<file path="config.mk">
export PLATFORM = sky130hd
export DESIGN_NAME = pal_field_seq
export DESIGN_NICKNAME = d
export VERILOG_FILES = /design/src/rtl/pfs_pkg.sv /design/src/rtl/pfs_phase_decode.sv /design/src/rtl/pfs_tick_timer.sv /design/src/rtl/pal_field_seq.sv
export SDC_FILE = /design/constraint.sdc
export NUM_CORES = 1
export LEC_CHECK = 0
export BUFFER_PORTS_ARGS = -buffer_cell sky130_fd_sc_hd__buf_2
export CAP_MARGIN = 20
export CORE_UTILIZATION = 64
export CTS_CLUSTER_SIZE = 25
export DETAILED_ROUTE_END_ITERATION = 10
export PLACE_DENSITY = 0.91
export SETUP_SLACK_MARGIN = 0.15
export SYNTH_ARGS = -nofsm -noshare
export SYNTH_HDL_FRONTEND = slang
export SYNTH_SLANG_ARGS = --single-unit
</file>
<file path="constraint.sdc">
create_clock -name clk -period 9.5 [get_ports clk]
set_clock_uncertainty 0.1 [all_clocks]
set_input_delay 0.95 -clock clk [delete_from_list [all_inputs] [get_ports clk]]
set_output_delay 0.95 -clock clk [all_outputs]
set_load 0.01 [all_outputs]
</file>
<file path="src/rtl/pfs_pkg.sv">
package pfs_pkg;

    // Class of a half-line phase, chosen by the range the phase index falls in
    typedef enum logic [2:0] {
        K_LONG      = 3'd0,
        K_SHORT_PRE = 3'd1,
        K_PICTURE   = 3'd2,
        K_SHORT_PST = 3'd3,
        K_INVALID   = 3'd4
    } phase_kind_e;

endpackage

</file>
<file path="src/rtl/pfs_phase_decode.sv">
module pfs_phase_decode
    import pfs_pkg::*;
#(
    parameter int PW       = 6,
    parameter int N_LONG   = 10,
    parameter int N_PRE    = 10,
    parameter int N_POST   = 12
) (
    input  logic [PW-1:0] phase_i,
    output phase_kind_e   kind_o,
    output logic          low_half_o
);
    localparam logic [PW-1:0] PRE0  = PW'(N_LONG);
    localparam logic [PW-1:0] PIC   = PW'(N_LONG + N_PRE);
    localparam logic [PW-1:0] POST0 = PW'(N_LONG + N_PRE + 1);
    localparam logic [PW-1:0] LAST  = PW'(N_LONG + N_PRE + N_POST);

    logic [PW-1:0] rel;

    always_comb begin
        rel    = '0;
        kind_o = K_INVALID;
        if (phase_i < PRE0) begin
            kind_o = K_LONG;
            rel    = phase_i;
        end else if (phase_i < PIC) begin
            kind_o = K_SHORT_PRE;
            rel    = phase_i - PRE0;
        end else if (phase_i == PIC) begin
            kind_o = K_PICTURE;
        end else if (phase_i <= LAST) begin
            kind_o = K_SHORT_PST;
            rel    = phase_i - POST0;
        end
        // even offset inside a group = the sync-low half of a pulse
        low_half_o = ~rel[0];
    end
endmodule

</file>
<file path="src/rtl/pfs_tick_timer.sv">
module pfs_tick_timer #(
    parameter int CW = 5
) (
    input  logic          clk,
    input  logic          rst,
    input  logic          tick_i,
    input  logic          load_i,
    input  logic [CW-1:0] load_val_i,
    output logic          expire_o,
    output logic          idle_o
);
    logic [CW-1:0] cnt_d, cnt_q;

    always_comb begin
        cnt_d = cnt_q;
        if (load_i)
            cnt_d = load_val_i;
        else if (tick_i && cnt_q != '0)
            cnt_d = cnt_q - 1'b1;
    end

    always_ff @(posedge clk) begin
        if (rst) cnt_q <= '0;
        else     cnt_q <= cnt_d;
    end

    assign idle_o   = (cnt_q == '0);
    assign expire_o = tick_i && (cnt_q == CW'(1));
endmodule

</file>
<file path="src/rtl/pal_field_seq.sv">
module pal_field_seq
    import pfs_pkg::*;
#(
    parameter int LONG_TICKS  = 30,
    parameter int SHORT_TICKS = 2,
    parameter int LONG_PULSES = 5,
    parameter int PRE_PULSES  = 5,
    parameter int POST_PULSES = 6
) (
    input  logic clk,
    input  logic rst,
    input  logic us_tick,
    input  logic pic_done_i,
    output logic sync_o,
    output logic pic_start_o,
    output logic busy_o
);
    localparam int N_LONG  = 2 * LONG_PULSES;
    localparam int N_PRE   = 2 * PRE_PULSES;
    localparam int N_POST  = 2 * POST_PULSES;
    localparam int LAST_I  = N_LONG + N_PRE + N_POST;
    localparam int PW      = $clog2(LAST_I + 1);
    localparam int CW      = $clog2(LONG_TICKS + 1);
    localparam logic [PW-1:0] PIC_P  = PW'(N_LONG + N_PRE);
    localparam logic [PW-1:0] LAST_P = PW'(LAST_I);
    localparam logic [CW-1:0] LONG_V  = CW'(LONG_TICKS);
    localparam logic [CW-1:0] SHORT_V = CW'(SHORT_TICKS);

    typedef struct packed {
        logic [PW-1:0] phase;
        logic          sync;
        logic          busy;
        logic          start;
    } seq_t;

    seq_t seq_d, seq_q;

    logic          tmr_load;
    logic [CW-1:0] tmr_val;
    logic          tmr_expire;
    logic          tmr_idle;

    logic [PW-1:0] tgt_phase;
    logic [PW-1:0] nxt_phase;
    phase_kind_e   tgt_kind;
    logic          tgt_low;
    logic          do_enter;

    pfs_tick_timer #(.CW(CW)) u_timer (
        .clk        (clk),
        .rst        (rst),
        .tick_i     (us_tick),
        .load_i     (tmr_load),
        .load_val_i (tmr_val),
        .expire_o   (tmr_expire),
        .idle_o     (tmr_idle)
    );

    pfs_phase_decode #(
        .PW     (PW),
        .N_LONG (N_LONG),
        .N_PRE  (N_PRE),
        .N_POST (N_POST)
    ) u_dec (
        .phase_i    (tgt_phase),
        .kind_o     (tgt_kind),
        .low_half_o (tgt_low)
    );

    assign nxt_phase = (seq_q.phase >= LAST_P) ? '0 : seq_q.phase + 1'b1;

    // choose which phase (if any) is entered this cycle
    always_comb begin
        tgt_phase = seq_q.phase;
        do_enter  = 1'b0;
        if (seq_q.phase == PIC_P) begin
            if (pic_done_i) begin
                tgt_phase = nxt_phase;
                do_enter  = 1'b1;
            end
        end else if (seq_q.phase > LAST_P) begin
            tgt_phase = '0;
        end else if (us_tick && tmr_idle) begin
            do_enter  = 1'b1;
        end else if (tmr_expire) begin
            tgt_phase = nxt_phase;
            do_enter  = 1'b1;
        end
    end

    // next-state of the sequencer and timer reload
    always_comb begin
        seq_d       = seq_q;
        seq_d.start = 1'b0;
        tmr_load    = 1'b0;
        tmr_val     = '0;
        if (seq_q.phase > LAST_P) begin
            seq_d.phase = '0;
            seq_d.sync  = 1'b1;
            seq_d.busy  = 1'b0;
            tmr_load    = 1'b1;
        end else if (do_enter) begin
            seq_d.phase = tgt_phase;
            tmr_load    = 1'b1;
            unique case (tgt_kind)
                K_PICTURE: begin
                    seq_d.sync  = 1'b1;
                    seq_d.busy  = 1'b1;
                    seq_d.start = 1'b1;
                    tmr_val     = '0;
                end
                K_LONG: begin
                    seq_d.sync = ~tgt_low;
                    seq_d.busy = 1'b0;
                    tmr_val    = tgt_low ? LONG_V : SHORT_V;
                end
                K_SHORT_PRE, K_SHORT_PST: begin
                    seq_d.sync = ~tgt_low;
                    seq_d.busy = 1'b0;
                    tmr_val    = tgt_low ? SHORT_V : LONG_V;
                end
                default: begin
                    seq_d.phase = '0;
                    seq_d.sync  = 1'b1;
                    seq_d.busy  = 1'b0;
                    tmr_val     = '0;
                end
            endcase
        end
    end

    always_ff @(posedge clk) begin
        if (rst) seq_q <= '{phase: '0, sync: 1'b1, busy: 1'b0, start: 1'b0};
        else     seq_q <= seq_d;
    end

    assign sync_o      = seq_q.sync;
    assign busy_o      = seq_q.busy;
    assign pic_start_o = seq_q.start;
endmodule

</file>
==> results of run 1 <==
[per-stage QoR]
step	instances	worst slack (ns)
floorplan	145	6.13
global placement	161	5.88
detailed placement	161	5.81
CTS	165	6.09
global route	165	5.92
finish	165	6.04
[power by group through the flow]
stage / Sequential, mW / Clock [mW] / Combinational, mW
after global routing: 0.0795 / 0.0468 / 0.0999
after global placement: 0.0782 / 0 / 0.0837
after floorplan: 0.0778 / 0 / 0.0725
final: 0.0786 / 0.0442 / 0.0907
after detailed placement: 0.0795 / 0 / 0.0881
after CTS: 0.0781 / 0.0443 / 0.0892
[flip-flops by register name (all words and copies together) (netlist names)]
name and flops:
pic_start_o 1, u_timer.cnt_q 5, sync_o 1, busy_o 1, seq_q 6
[logic make-up after synthesis]
kind of cell	Yosys count	synth area share
adder cells (fa/ha/maj)	5	0.0553
buffers and inverters	14	0.0575
AO/OA/AOI/OAI	51	0.337
XOR/XNOR	3	0.0232
flip-flops	14	0.248
multiplexers	1	0.00885
AND/OR/NAND/NOR	57	0.270
[placed cells by master, fill, tap and decap left out, types with 2 or more instances in the layout]
cell type	n
sky130_fd_sc_hd__a21boi_1	3
sky130_fd_sc_hd__a21oi_1	13
sky130_fd_sc_hd__buf_2	6
sky130_fd_sc_hd__clkbuf_4	3
sky130_fd_sc_hd__dfxtp_1	14
sky130_fd_sc_hd__ha_1	5
sky130_fd_sc_hd__inv_1	8
sky130_fd_sc_hd__nand2_1	11
sky130_fd_sc_hd__nand2b_1	3
sky130_fd_sc_hd__nand3_1	3
sky130_fd_sc_hd__nand4_1	2
sky130_fd_sc_hd__nor2_1	14
sky130_fd_sc_hd__nor2_2	2
sky130_fd_sc_hd__nor3_1	11
sky130_fd_sc_hd__nor4_1	2
sky130_fd_sc_hd__o211ai_1	4
sky130_fd_sc_hd__o21a_1	2
sky130_fd_sc_hd__o21ai_0	6
sky130_fd_sc_hd__o21ai_1	3
sky130_fd_sc_hd__o21bai_1	2
sky130_fd_sc_hd__o31a_1	2
sky130_fd_sc_hd__o31ai_1	2
sky130_fd_sc_hd__xnor2_1	2
[metal layers]
| layer | up-vias | track usage | routed length, microns | part of all wire |
|---|---|---|---|---|
| met1 | 530 | 0.357 | 1110 | 0.43 |
| met4 | 0 | 0.103 | 31 | 0.012 |
| met2 | 57 | 0.474 | 1220 | 0.47 |
| met5 | - | 0 | 0 | 0 |
| li1 | 551 | - | - | - |
| met3 | 5 | 0.0490 | 215 | 0.084 |
[area by class of cell]
type | count | area share
Sequential cell | 14 | 0.237
Tap cell | 16 | 0.0169
Inverter | 8 | 0.0254
Clock buffer | 4 | 0.0307
Multi-Input combinational cell | 117 | 0.665
Timing Repair Buffer | 6 | 0.0254
[worst reg2reg max path, delay by kind of cell (launching register included)]
kind / cells / cell delay, ns
AOI/OAI and AO/OA: 5 / 1.34
and+or+nand+nor: 3 / 1.18
DFF: 1 / 0.40
adders and majority gates: 1 / 0.20
buffers and inverters: 1 / 0.12
[path summary, 6_finish.rpt]
path,startpoint,endpoint,slack (ns)
worst max-delay path,seq_q[3],u_timer.cnt_q[3],6.04
worst max register to register,seq_q[3],u_timer.cnt_q[3],6.04
worst min register to register,busy_o,busy_o,0.39
worst min-delay path,busy_o,busy_o,0.39
==> results by group, run 1 <==
Status
  – Result of the run: completed

STA
  – Worst Hold Margin: 0.388 ns
  – Highest clock frequency the design can meet: 289 MHz
  – Final-report setup violation count: 0
  – Total Neg Setup Slack: 0 ns
  – Number of pins exceeding their max-slew limit in the final report: 0
  – Relative slew slack: 0.530
  – Setup repair after global routing missed its margin: no
  – Count of final hold-check violations: 0
  – Slew at the pin closest to its max-slew limit: 0.700 ns
  – Time the final worst path needs with I/O delays and setup: 3.46 ns
  – Post-route fraction of the period consumed by the critical path: 0.364

Detailed routing
  – Routed vias/inst: 6.93
  – Number of vias in the routed layout: 1143
  – Starting DRT DRC Count: 46
  – Routed Wire Length: 2570 microns
  – DRC: 0
  – Total iterations of the first detailed-routing run: 4
  – Number of routed nets with antenna violations: 0
  – Post-detailed-route wirelength per cell: 15.6 microns

Yosys
  – Seq cells post-synth: 14
  – Mapped Nets: 154
  – Share of Yosys cell area claimed by the top area cell type: 0.248
  – EDFF count, synth: 0
  – Leading post-synthesis cells by instance count: sky130_fd_sc_hd__dfxtp_1 (14), sky130_fd_sc_hd__nor2_1 (14), sky130_fd_sc_hd__a21oi_1 (13)
  – Post-synth cell types: 50
  – Yosys top cell by area: sky130_fd_sc_hd__dfxtp_1
  – Synth Area per Inst: 7.80 sq um
  – Async set-or-reset flop fraction in the synthesized netlist: 0
  – Post-synthesis cell count: 145
  – Yosys synthesis warning count: 0
  – Combined area of all synthesized cells: 1130 sq um
  – Sequential area share after synthesis: 0.248
  – Area contributors post-synth: sky130_fd_sc_hd__dfxtp_1 (25%), sky130_fd_sc_hd__a21oi_1 (5.8%), sky130_fd_sc_hd__ha_1 (5.5%), sky130_fd_sc_hd__nor3_1 (4.9%), sky130_fd_sc_hd__nor2_1 (4.6%)
  – Main flop type after synthesis: sky130_fd_sc_hd__dfxtp_1

CTS
  – Clock tree from TritonCTS: built
  – Clock Sink Count: 14
  – Number of buffers inserted for hold repair after clock tree synthesis: 0
  – Clock buffers created by TritonCTS: 3
  – CTS H-tree depth: 1
  – Post-CTS Setup Inserts: 0
  – Number of cells upsized or downsized after cts: 0
  – Clock latency on the worst-skew pair: 0.29 ns
  – Clock-pin slew on the worst setup and hold paths: 0.09 ns
  – Clock root buffer: sky130_fd_sc_hd__clkbuf_4
  – Maximum clock path buffer count: 2

Power
  – Sw Pwr: 85.7 uW
  – Static leakage power: 0.402 nW
  – Portion of total power attributed to the clock network: 0.207
  – Cell-internal power: 128 uW
  – Share of total power in sequential cells: 0.368
  – Portion of total power attributed to combinational logic: 0.425
  – Total power per unit cell area: 181 nW/um^2
  – Final Power: 213 uW
  – Switching portion of total power: 0.401
  – Maximum resistive drop on vdd: 0.145 mV

Finish
  – Antenna Diode Count: 0
  – Filler cell count: 118
  – Area of the multi-input gates: 786 sq um
  – Utilization after layout: 0.750
  – Share of cells above drive strength 1: 0.134
  – Final cell area excluding filler cells: 1180 sq um
  – Area growth, synth to finish: 4.54%
  – Storage cell area: 280 sq um
  – Final net count: 159

Placement
  – Placed Area: 1150 sq um
  – Final weighted congestion in routability-driven placement: 0.921
  – Post-detailed-placement half-perimeter wirelength: 1940 microns
  – Count of buffers inserted at the top-level ports: 6

Worst setup path
  – Worst Path Max Fanout: 7
  – Critical Path Slowest Stage Cell: sky130_fd_sc_hd__or4b_1
  – Worst path buffer plus inverter count: 1
  – Worst Setup End Kind: register
  – Category of the most critical setup path: reg2reg
  – Arrival time of data at the critical path endpoint: 3.51 ns
  – Worst reg-to-reg path cell count: 10
  – Critical Path Start Type: register
  – Required time worst endpoint: 9.55 ns
  – Cells along the critical path: inv_1 > ha_1 > nand2b_4 > nor3_1 > o31ai_1 > a221oi_4 > or4b_1 > o2bb2ai_1 > a221oi_2 > a221oi_1
  – Crit path depth: 10
  – Delay of the slowest cell on the worst path: 0.56 ns
  – Crit-path leading delay family: compound AO/OA/AOI/OAI gates

Floorplanning
  – Core Box Area: 1580 sq um
  – DIE WIDTH: 44.0 microns
  – Vert. Die Dim: 44.0 microns
  – Number of top-level design ports: 7
  – Area enclosed by the die boundary: 1940 sq um
  – Initial standard-cell utilization of the core: 0.717
  – Number of placement rows: 14

GRT
  – Initial antenna violation count: 0
  – Total track usage: 0.280
  – First-pass GRT wire length: 4110 microns
  – Via count of the first global-routing pass: 995
  – Total congestion overflow after global routing: 0
  – Largest net degree at the start of global routing: 17

Hold path
  – Worst Hold Path Cells: 1
  – Worst hold path type: reg2reg

Flow run
  – Max Cap Viol: 0
Note: power is estimated with default switching activity, not from simulation.
==> run 2: changes to the inputs <==
--- a/config.mk
+++ b/config.mk
@@ -5,12 +5,13 @@
 export SDC_FILE = /design/constraint.sdc
 export NUM_CORES = 1
 export LEC_CHECK = 0
+export ABC_AREA = 1
 export BUFFER_PORTS_ARGS = -buffer_cell sky130_fd_sc_hd__buf_2
 export CAP_MARGIN = 20
-export CORE_UTILIZATION = 64
+export CORE_UTILIZATION = 60
 export CTS_CLUSTER_SIZE = 25
 export DETAILED_ROUTE_END_ITERATION = 10
-export PLACE_DENSITY = 0.91
+export PLACE_DENSITY = 0.86
 export SETUP_SLACK_MARGIN = 0.15
 export SYNTH_ARGS = -nofsm -noshare
 export SYNTH_HDL_FRONTEND = slang
==> constraint.sdc (replaced) <==
create_clock -name clk -period 3.2 [get_ports clk]
set_clock_uncertainty 0.1 [all_clocks]
set_input_delay 0.32 -clock clk [delete_from_list [all_inputs] [get_ports clk]]
set_output_delay 0.32 -clock clk [all_outputs]
set_load 0.01 [all_outputs]
==> run 2 against run 1 <==
Net effect:
- fmax grew 42%
- core utilization shrank 5.6 points
- combinational power grew to 4.4 times the previous value
- sequential power grew to 3.1 times the previous value
- critical path depth grew 4
- via count grew 10%
- flip-flop and latch count is the same
- hold slack lost 0.12 ns
- non-clock buffer count is the same
- cell count grew 35%
- total power grew to 3.6 times the previous value
- clock-buffer cell count is the same
==> results by group, run 2 <==
Yosys
  – Combined area of all synthesized cells: 1300 sq um (+15%)
  – Cell with the most instances after synthesis: sky130_fd_sc_hd__nand2_1
  – Sequential area share after synthesis: 0.216 (-0.0316)
  – Share of Yosys cell area claimed by the top area cell type: 0.216 (-0.0316)
  – Main flop type after synthesis: sky130_fd_sc_hd__dfxtp_1
  – Leading post-synthesis cells by instance count: sky130_fd_sc_hd__nand2_1 (48), sky130_fd_sc_hd__inv_1 (21), sky130_fd_sc_hd__dfxtp_1 (14)
  – EDFF count, synth: 0 (unchanged)
  – Async set-or-reset flop fraction in the synthesized netlist: 0 (unchanged)
  – Synth Area per Inst: 6.93 sq um (-11%)
  – Mapped Nets: 196 (+27%)
  – Yosys synthesis warning count: 0 (unchanged)
  – Yosys top cell by area: sky130_fd_sc_hd__dfxtp_1
  – Post-synth cell types: 32 (-36%)
  – Post-synthesis cell count: 187 (+29%)
  – Area contributors post-synth: sky130_fd_sc_hd__dfxtp_1 (22%), sky130_fd_sc_hd__nand2_1 (14%), sky130_fd_sc_hd__inv_1 (6.1%), sky130_fd_sc_hd__ha_1 (4.8%), sky130_fd_sc_hd__nand3_1 (4.6%)
  – Seq cells post-synth: 14 (unchanged)

Finish
  – Most frequent standard cell in the layout excluding fill and tap cells: sky130_fd_sc_hd__nand2_1
  – Share of cells above drive strength 1: 0.286 (+0.151)
  – Reg with most FFs: seq_q
  – Storage cell area: 280 sq um (unchanged)
  – Final cell area excluding filler cells: 1390 sq um (+17%)
  – Area growth, synth to finish: 7.14%
  – Antenna Diode Count: 0 (unchanged)
  – Most used cells in the layout excluding fill and tap cells: sky130_fd_sc_hd__nand2_1 (48), sky130_fd_sc_hd__inv_1 (21), sky130_fd_sc_hd__dfxtp_1 (14)
  – Largest registers ranked by flip-flop count: seq_q: 6 flops, u_timer.cnt_q: 5 flops
  – Area of the multi-input gates: 885 sq um (+13%)
  – Final net count: 206 (+30%)
  – Filler cell count: 177 (+50%)
  – Max reg flops: 6 (unchanged)

GRT
  – First-pass GRT wire length: 5100 microns (+24%)
  – Total congestion overflow after global routing: 0 (unchanged)
  – Largest net degree at the start of global routing: 9 (-8)
  – Total track usage: 0.269 (-0.0110)
  – Via count of the first global-routing pass: 1160 (+17%)
  – Initial antenna violation count: 0 (unchanged)

Placement
  – Placed Area: 1350 sq um (+18%)
  – Final weighted congestion in routability-driven placement: 0.962 (+4.5%)
  – Count of buffers inserted at the top-level ports: 6 (unchanged)
  – Post-detailed-placement half-perimeter wirelength: 2300 microns (+19%)

Worst setup path
  – Setup slack, reg-to-reg: 0.76 ns (-5.28 ns)
  – Critical Path Slowest Stage Cell: sky130_fd_sc_hd__dfxtp_1
  – Required time worst endpoint: 3.28 ns (-6.27 ns)
  – Delay of the slowest cell on the worst path: 0.39 ns (-0.17 ns)
  – Worst Setup End Kind: register
  – Category of the most critical setup path: reg2reg
  – Arrival time of data at the critical path endpoint: 2.52 ns (-0.99 ns)
  – Worst Path Max Fanout: 7 (unchanged)
  – Reg-to-Reg End: u_timer.cnt_q[3]
  – Critical Path Start Type: register
  – Worst reg2reg startpoint: seq_q[3]
  – Cells along the critical path: inv_1 > ha_1 > inv_1 > nor2_1 > nand2_1 > nand2_2 > nand2_4 > inv_4 > a22oi_4 > inv_2 > nor2_4 > nand2_1 > o21ai_0 > a21oi_2
  – Worst reg-to-reg path cell count: 14 (+4)

STA
  – Slew at the pin closest to its max-slew limit: 0.483 ns (-0.216 ns)
  – Setup repair after global routing missed its margin: no
  – Total Neg Setup Slack: 0 ns (unchanged)
  – Highest clock frequency the design can meet: 410 MHz (+42%)
  – Count of final hold-check violations: 0 (unchanged)
  – Number of pins exceeding their max-slew limit in the final report: 0 (unchanged)
  – Final-report setup violation count: 0 (unchanged)
  – Relative slew slack: 0.674 (+0.144)
  – Time the final worst path needs with I/O delays and setup: 2.44 ns (-1.02 ns)
  – Post-route fraction of the period consumed by the critical path: 0.762 (+0.398)

CTS
  – Clock-pin slew on the worst setup and hold paths: 0.09 ns (about the same)
  – Clock latency on the worst-skew pair: 0.29 ns (about the same)
  – CTS H-tree depth: 1 (unchanged)
  – Clock Sink Count: 14 (unchanged)
  – Maximum clock path buffer count: 2 (unchanged)
  – Clock buffers created by TritonCTS: 3 (unchanged)
  – Number of buffers inserted for hold repair after clock tree synthesis: 0 (unchanged)
  – Clock tree from TritonCTS: built
  – Clock root buffer: sky130_fd_sc_hd__clkbuf_4
  – Number of cells upsized or downsized after cts: 0 (unchanged)
  – Post-CTS Setup Inserts: 0 (unchanged)

Hold path
  – Worst Hold Path EP: sync_o
  – Startpoint of the most critical hold path: rst
  – Worst hold path type: in2reg
  – Worst Hold Path Cells: 5 (+4)

Power
  – Static leakage power: 0.689 nW (+71%)
  – Maximum resistive drop on vdd: 0.571 mV (+290%)
  – Final Power: 769 uW (+260%)
  – Total power per unit cell area: 553 nW/um^2 (+210%)

Flow run
  – Max Cap Viol: 0 (unchanged)

Detailed routing
  – Starting DRT DRC Count: 40 (-13%)
  – Number of routed nets with antenna violations: 0 (unchanged)
  – Post-detailed-route wirelength per cell: 13.1 microns (-16%)
  – Routed vias/inst: 5.64 (-19%)
  – Total iterations of the first detailed-routing run: 5 (+1)
  – DRC: 0 (unchanged)
  – Routed Wire Length: 2920 microns (+13%)
  – Number of vias in the routed layout: 1258 (+10%)

Floorplanning
  – Number of top-level design ports: 7 (unchanged)
  – Area enclosed by the die boundary: 2350 sq um (+21%)
  – DIE WIDTH: 48.5 microns (+10%)
  – Vert. Die Dim: 48.5 microns (+10%)
  – Initial standard-cell utilization of the core: 0.647 (-0.0700)
  – Number of placement rows: 16 (+2)
  – Core Box Area: 2000 sq um (+27%)

Status
  – Result of the run: completed
[run 2: changes by cell type after synthesis, moves of 4 or more]
cell / previous run / this run
sky130_fd_sc_hd__inv_1: 8 / 21
sky130_fd_sc_hd__nand2_1: 11 / 48
sky130_fd_sc_hd__nand3_1: 3 / 12
sky130_fd_sc_hd__a21oi_2: 0 / 4
sky130_fd_sc_hd__a21oi_1: 13 / 4
sky130_fd_sc_hd__inv_2: 0 / 8
sky130_fd_sc_hd__nand2_2: 0 / 6
sky130_fd_sc_hd__nand3_2: 0 / 6
sky130_fd_sc_hd__o211ai_1: 4 / 0
sky130_fd_sc_hd__nand2_4: 0 / 4
sky130_fd_sc_hd__nor3_1: 11 / 1
sky130_fd_sc_hd__o21ai_0: 6 / 10
sky130_fd_sc_hd__nor2_4: 0 / 5
[run 2: logic make-up after synthesis]
logic type,after synthesis,share of synthesized area
AO/OA/AOI/OAI,28,0.153
XOR/XNOR,2,0.0135
buffers and inverters,33,0.101
adder cells (fa/ha/maj),5,0.0483
AND/OR/NAND/NOR,105,0.467
flip-flops,14,0.216
[run 2: worst max path at each step]
| stage | from | end | depth (start not counted) |
|---|---|---|---|
| floorplan | seq_q[3] | u_timer.cnt_q[3] | 14 |
| global placement | seq_q[3] | u_timer.cnt_q[2] | 14 |
| detailed placement | seq_q[3] | u_timer.cnt_q[3] | 14 |
| CTS | seq_q[3] | u_timer.cnt_q[3] | 14 |
| global route | seq_q[3] | u_timer.cnt_q[3] | 14 |
| finish | seq_q[3] | u_timer.cnt_q[3] | 14 |
[run 2: worst max-delay path: cells and delay by family (launching register included)]
family                   cells  cell delay, ns
AND/OR/NAND/NOR              6            0.61
buffers and inverters        4            0.39
AO/OA/AOI/OAI                3            0.56
flip-flops                   1            0.39
adder cells (fa/ha/maj)      1            0.28
[run 2: stage by stage]
stage	setup slack, ns	std cells	hold slack [ns]	util
2_1_floorplan	1.14	187	0.403	-
6_report	0.763	223	0.270	0.694
3_5_place_dp	0.807	219	0.381	0.676
4_1_cts	0.791	223	0.276	0.694
3_3_place_gp	0.866	219	0.366	0.676
5_1_grt	0.570	223	0.305	0.694
[run 2: layout make-up]
cell class | count | share of cell area
clock buffers | 4 | 0.0261
inverters | 32 | 0.0892
multi-input cells | 140 | 0.637
flip-flops and latches | 14 | 0.202
well taps | 27 | 0.0243
repair buffers | 6 | 0.0216
[run 2: per-layer routing]
metal | global-route usage | wire (microns)
met1 | 0.360 | 1320
met2 | 0.460 | 1410
met3 | 0.0220 | 127
met4 | 0.0833 | 61
met5 | 0 | 0
[run 2: where the power goes]
group,internal [mW],leakage (nW),switching [mW]
registers,0.207,0.114,0.0339
logic,0.138,0.554,0.260
clock network,0.0694,0.0210,0.0603
==> run 3: changes to the inputs <==
==> constraint.sdc (replaced) <==
create_clock -name clk -period 2.5 [get_ports clk]
set_clock_uncertainty 0.1 [all_clocks]
set_input_delay 0.25 -clock clk [delete_from_list [all_inputs] [get_ports clk]]
set_output_delay 0.25 -clock clk [all_outputs]
set_load 0.01 [all_outputs]
==> run 3 against run 2 <==
Net effect:
- die area unchanged
- routed wire length decreased by 0.48%
- cell count increased by 0.90%
- first-iteration DRC count increased by 43%
- sequential share of layout area decreased by 0.41 points
- global-route usage decreased by 1.3 points
- total power increased by 30%
- clock power increased by 24%
- combinational power increased by 32%
- critical path depth increased by 5
- flip-flop and latch count unchanged
- via count decreased by 0.24%
==> results by group, run 3 (synthesis results as in run 2) <==
CTS
  – Clock latency on the worst-skew pair: 0.28 ns (about the same)
  – Clock buffers created by TritonCTS: 3 (unchanged)
  – Maximum clock path buffer count: 2 (unchanged)
  – Clock Sink Count: 14 (unchanged)
  – Clock-pin slew on the worst setup and hold paths: 0.09 ns (about the same)
  – CTS H-tree depth: 1 (unchanged)
  – Clock root buffer: sky130_fd_sc_hd__clkbuf_4
  – Clock tree from TritonCTS: built

Worst setup path
  – Worst reg-to-reg path cell count: 19 (+5)
  – Cells along the critical path: inv_1 > ha_4 > inv_1 > nor2_1 > nand2_1 > nand2_4 > nand2_4 > inv_4 > nand3_2 > nand2_2 > nand2_1 > nor2_1 > nand2_1 > nand2_1 > nor2_2 > nand2_1 > nand2_2 > nand2_4 > a21oi_2
  – Most numerous cell on the critical path: sky130_fd_sc_hd__nand2_1
  – Critical Path Slowest Stage Cell: sky130_fd_sc_hd__dfxtp_1
  – Worst path buffer plus inverter count: 3 (-1)
  – Required time worst endpoint: 2.58 ns (-0.70 ns)
  – Critical Path Start Type: register
  – Arrival time of data at the critical path endpoint: 2.25 ns (-0.27 ns)
  – Crit-path leading delay family: simple AND/OR/NAND/NOR gates
  – Category of the most critical setup path: reg2reg
  – Worst Setup End Kind: register
  – Worst Path Max Fanout: 4 (-3)
  – Delay of the slowest cell on the worst path: 0.33 ns (-0.06 ns)
  – Crit path depth: 19 (+5)

Placement
  – Count of buffers inserted at the top-level ports: 6 (unchanged)
  – Post-detailed-placement half-perimeter wirelength: 2250 microns (-2.0%)
  – Final weighted congestion in routability-driven placement: 0.944 (-1.9%)

Power
  – Portion of total power attributed to the clock network: 0.161 (-0.008)
  – Total power per unit cell area: 695 nW/um^2 (+26%)
  – Static leakage power: 0.715 nW (+3.8%)
  – Maximum resistive drop on vdd: 0.747 mV (+31%)
  – Share of total power in sequential cells: 0.315 (+0.002)
  – Switching portion of total power: 0.455 (-0.00664)
  – Cell-internal power: 547 uW (+32%)
  – Portion of total power attributed to combinational logic: 0.525 (+0.007)
  – Sw Pwr: 456 uW (+29%)

STA
  – Worst Hold Margin: 0.197 ns (-0.0725 ns)
  – Post-route fraction of the period consumed by the critical path: 0.869 (+0.108)
  – Setup repair after global routing missed its margin: no
  – Number of pins exceeding their max-slew limit in the final report: 0 (unchanged)
  – Highest clock frequency the design can meet: 460 MHz (+12%)
  – Slew at the pin closest to its max-slew limit: 0.449 ns (-0.0341 ns)
  – Relative slew slack: 0.697 (+0.0230)
  – Time the final worst path needs with I/O delays and setup: 2.17 ns (-0.264 ns)
  – Total Neg Setup Slack: 0 ns (unchanged)
  – Count of final hold-check violations: 0 (unchanged)
  – Final-report setup violation count: 0 (unchanged)

Finish
  – Reg with most FFs: seq_q
  – Largest registers ranked by flip-flop count: seq_q: 6 flops, u_timer.cnt_q: 5 flops
  – Max reg flops: 6 (unchanged)
  – Area growth, synth to finish: 11.3%
  – Most used cells in the layout excluding fill and tap cells: sky130_fd_sc_hd__nand2_1 (47), sky130_fd_sc_hd__inv_1 (18), sky130_fd_sc_hd__nor2_1 (13)
  – Most frequent standard cell in the layout excluding fill and tap cells: sky130_fd_sc_hd__nand2_1
  – Filler cell count: 171 (-3.4%)
  – Antenna Diode Count: 0 (unchanged)
  – Area of the multi-input gates: 918 sq um (+3.8%)
  – Storage cell area: 285 sq um (+1.8%)
  – Final net count: 208 (+0.97%)
  – Share of cells above drive strength 1: 0.343 (+0.0577)

GRT
  – Via count of the first global-routing pass: 1127 (-2.8%)
  – First-pass GRT wire length: 4820 microns (-5.4%)
  – Total congestion overflow after global routing: 0 (unchanged)
  – Total track usage: 0.256 (-0.0134)
  – Initial antenna violation count: 0 (unchanged)
  – Largest net degree at the start of global routing: 9 (unchanged)

Detailed routing
  – Routed vias/inst: 5.58 (-1.1%)
  – Starting DRT DRC Count: 57 (+43%)
  – Total iterations of the first detailed-routing run: 4 (-1)
  – Post-detailed-route wirelength per cell: 12.9 microns (-1.4%)
  – Number of vias in the routed layout: 1255 (-0.24%)
  – DRC: 0 (unchanged)
  – Number of routed nets with antenna violations: 0 (unchanged)
  – Routed Wire Length: 2900 microns (-0.48%)

Floorplanning
  – Number of placement rows: 16 (unchanged)
  – Number of top-level design ports: 7 (unchanged)
  – Initial standard-cell utilization of the core: 0.647 (unchanged)
  – Core Box Area: 2000 sq um (unchanged)
  – Vert. Die Dim: 48.5 microns (unchanged)
  – DIE WIDTH: 48.5 microns (unchanged)
  – Area enclosed by the die boundary: 2350 sq um (unchanged)

Hold path
  – Worst Hold Path Cells: 5 (unchanged)
  – Worst hold path type: in2reg

Status
  – Result of the run: completed

Flow run
  – Max Cap Viol: 0 (unchanged)
run 3: final cells by class:
| cell class | count | area share |
|---|---|---|
| clock buffers | 4 | 0.0252 |
| inverters | 32 | 0.0859 |
| multi-input cells | 140 | 0.637 |
| flip-flops and latches | 14 | 0.198 |
| well taps | 27 | 0.0234 |
| repair buffers | 8 | 0.0312 |
run 3: path summary, 6_finish.rpt:
check | start | to | slack (ns)
worst max-delay path | seq_q[4] | u_timer.cnt_q[2] | 0.33
worst min-delay path | rst | sync_o | 0.20
worst max register to register | seq_q[4] | u_timer.cnt_q[2] | 0.33
worst min register to register | busy_o | busy_o | 0.39
run 3: timing repair:
action / 4_1_cts / 5_1_grt
resized for setup: 1 / 17
setup buffers: 0 / 1
pin swaps: 0 / 2
gates cloned: 0 / 0
endpoints found under the setup margin: 1 / 10
hold buffers: 0 / 0
run 3: worst min-delay path, delay by kind of cell:
kind	cells	cell delay (ns)
buffers and inverters	2	0.12
AND/OR/NAND/NOR	3	0.16
run 3: power by group through the flow:
stage	Clock, mW	Sequential [mW]	Combinational [mW]
finish	0.161	0.316	0.526
global route	0.171	0.320	0.594
CTS	0.165	0.307	0.503
detailed placement	0	0.312	0.494
global placement	0	0.309	0.477
floorplan	0	0.306	0.408
run 3: routing by layer:
| layer | GRT usage | wire length [microns] |
|---|---|---|
| met3 | 0.0189 | 154 |
| met2 | 0.430 | 1400 |
| met4 | 0.0784 | 46 |
| met5 | 0 | 0 |
| met1 | 0.349 | 1310 |
run 3: through the flow:
step                      worst slack, ns  utilization  power [mW]  cell area, sq um  instances
final                               0.327        0.721        1.00              1440        225
after global routing                0.126        0.721        1.09              1440        225
after CTS                           0.167        0.698       0.975              1400        224
after detailed placement            0.167        0.679       0.806              1360        220
after global placement              0.299        0.679       0.786              1360        220
after floorplan                     0.442            -       0.713              1300        187
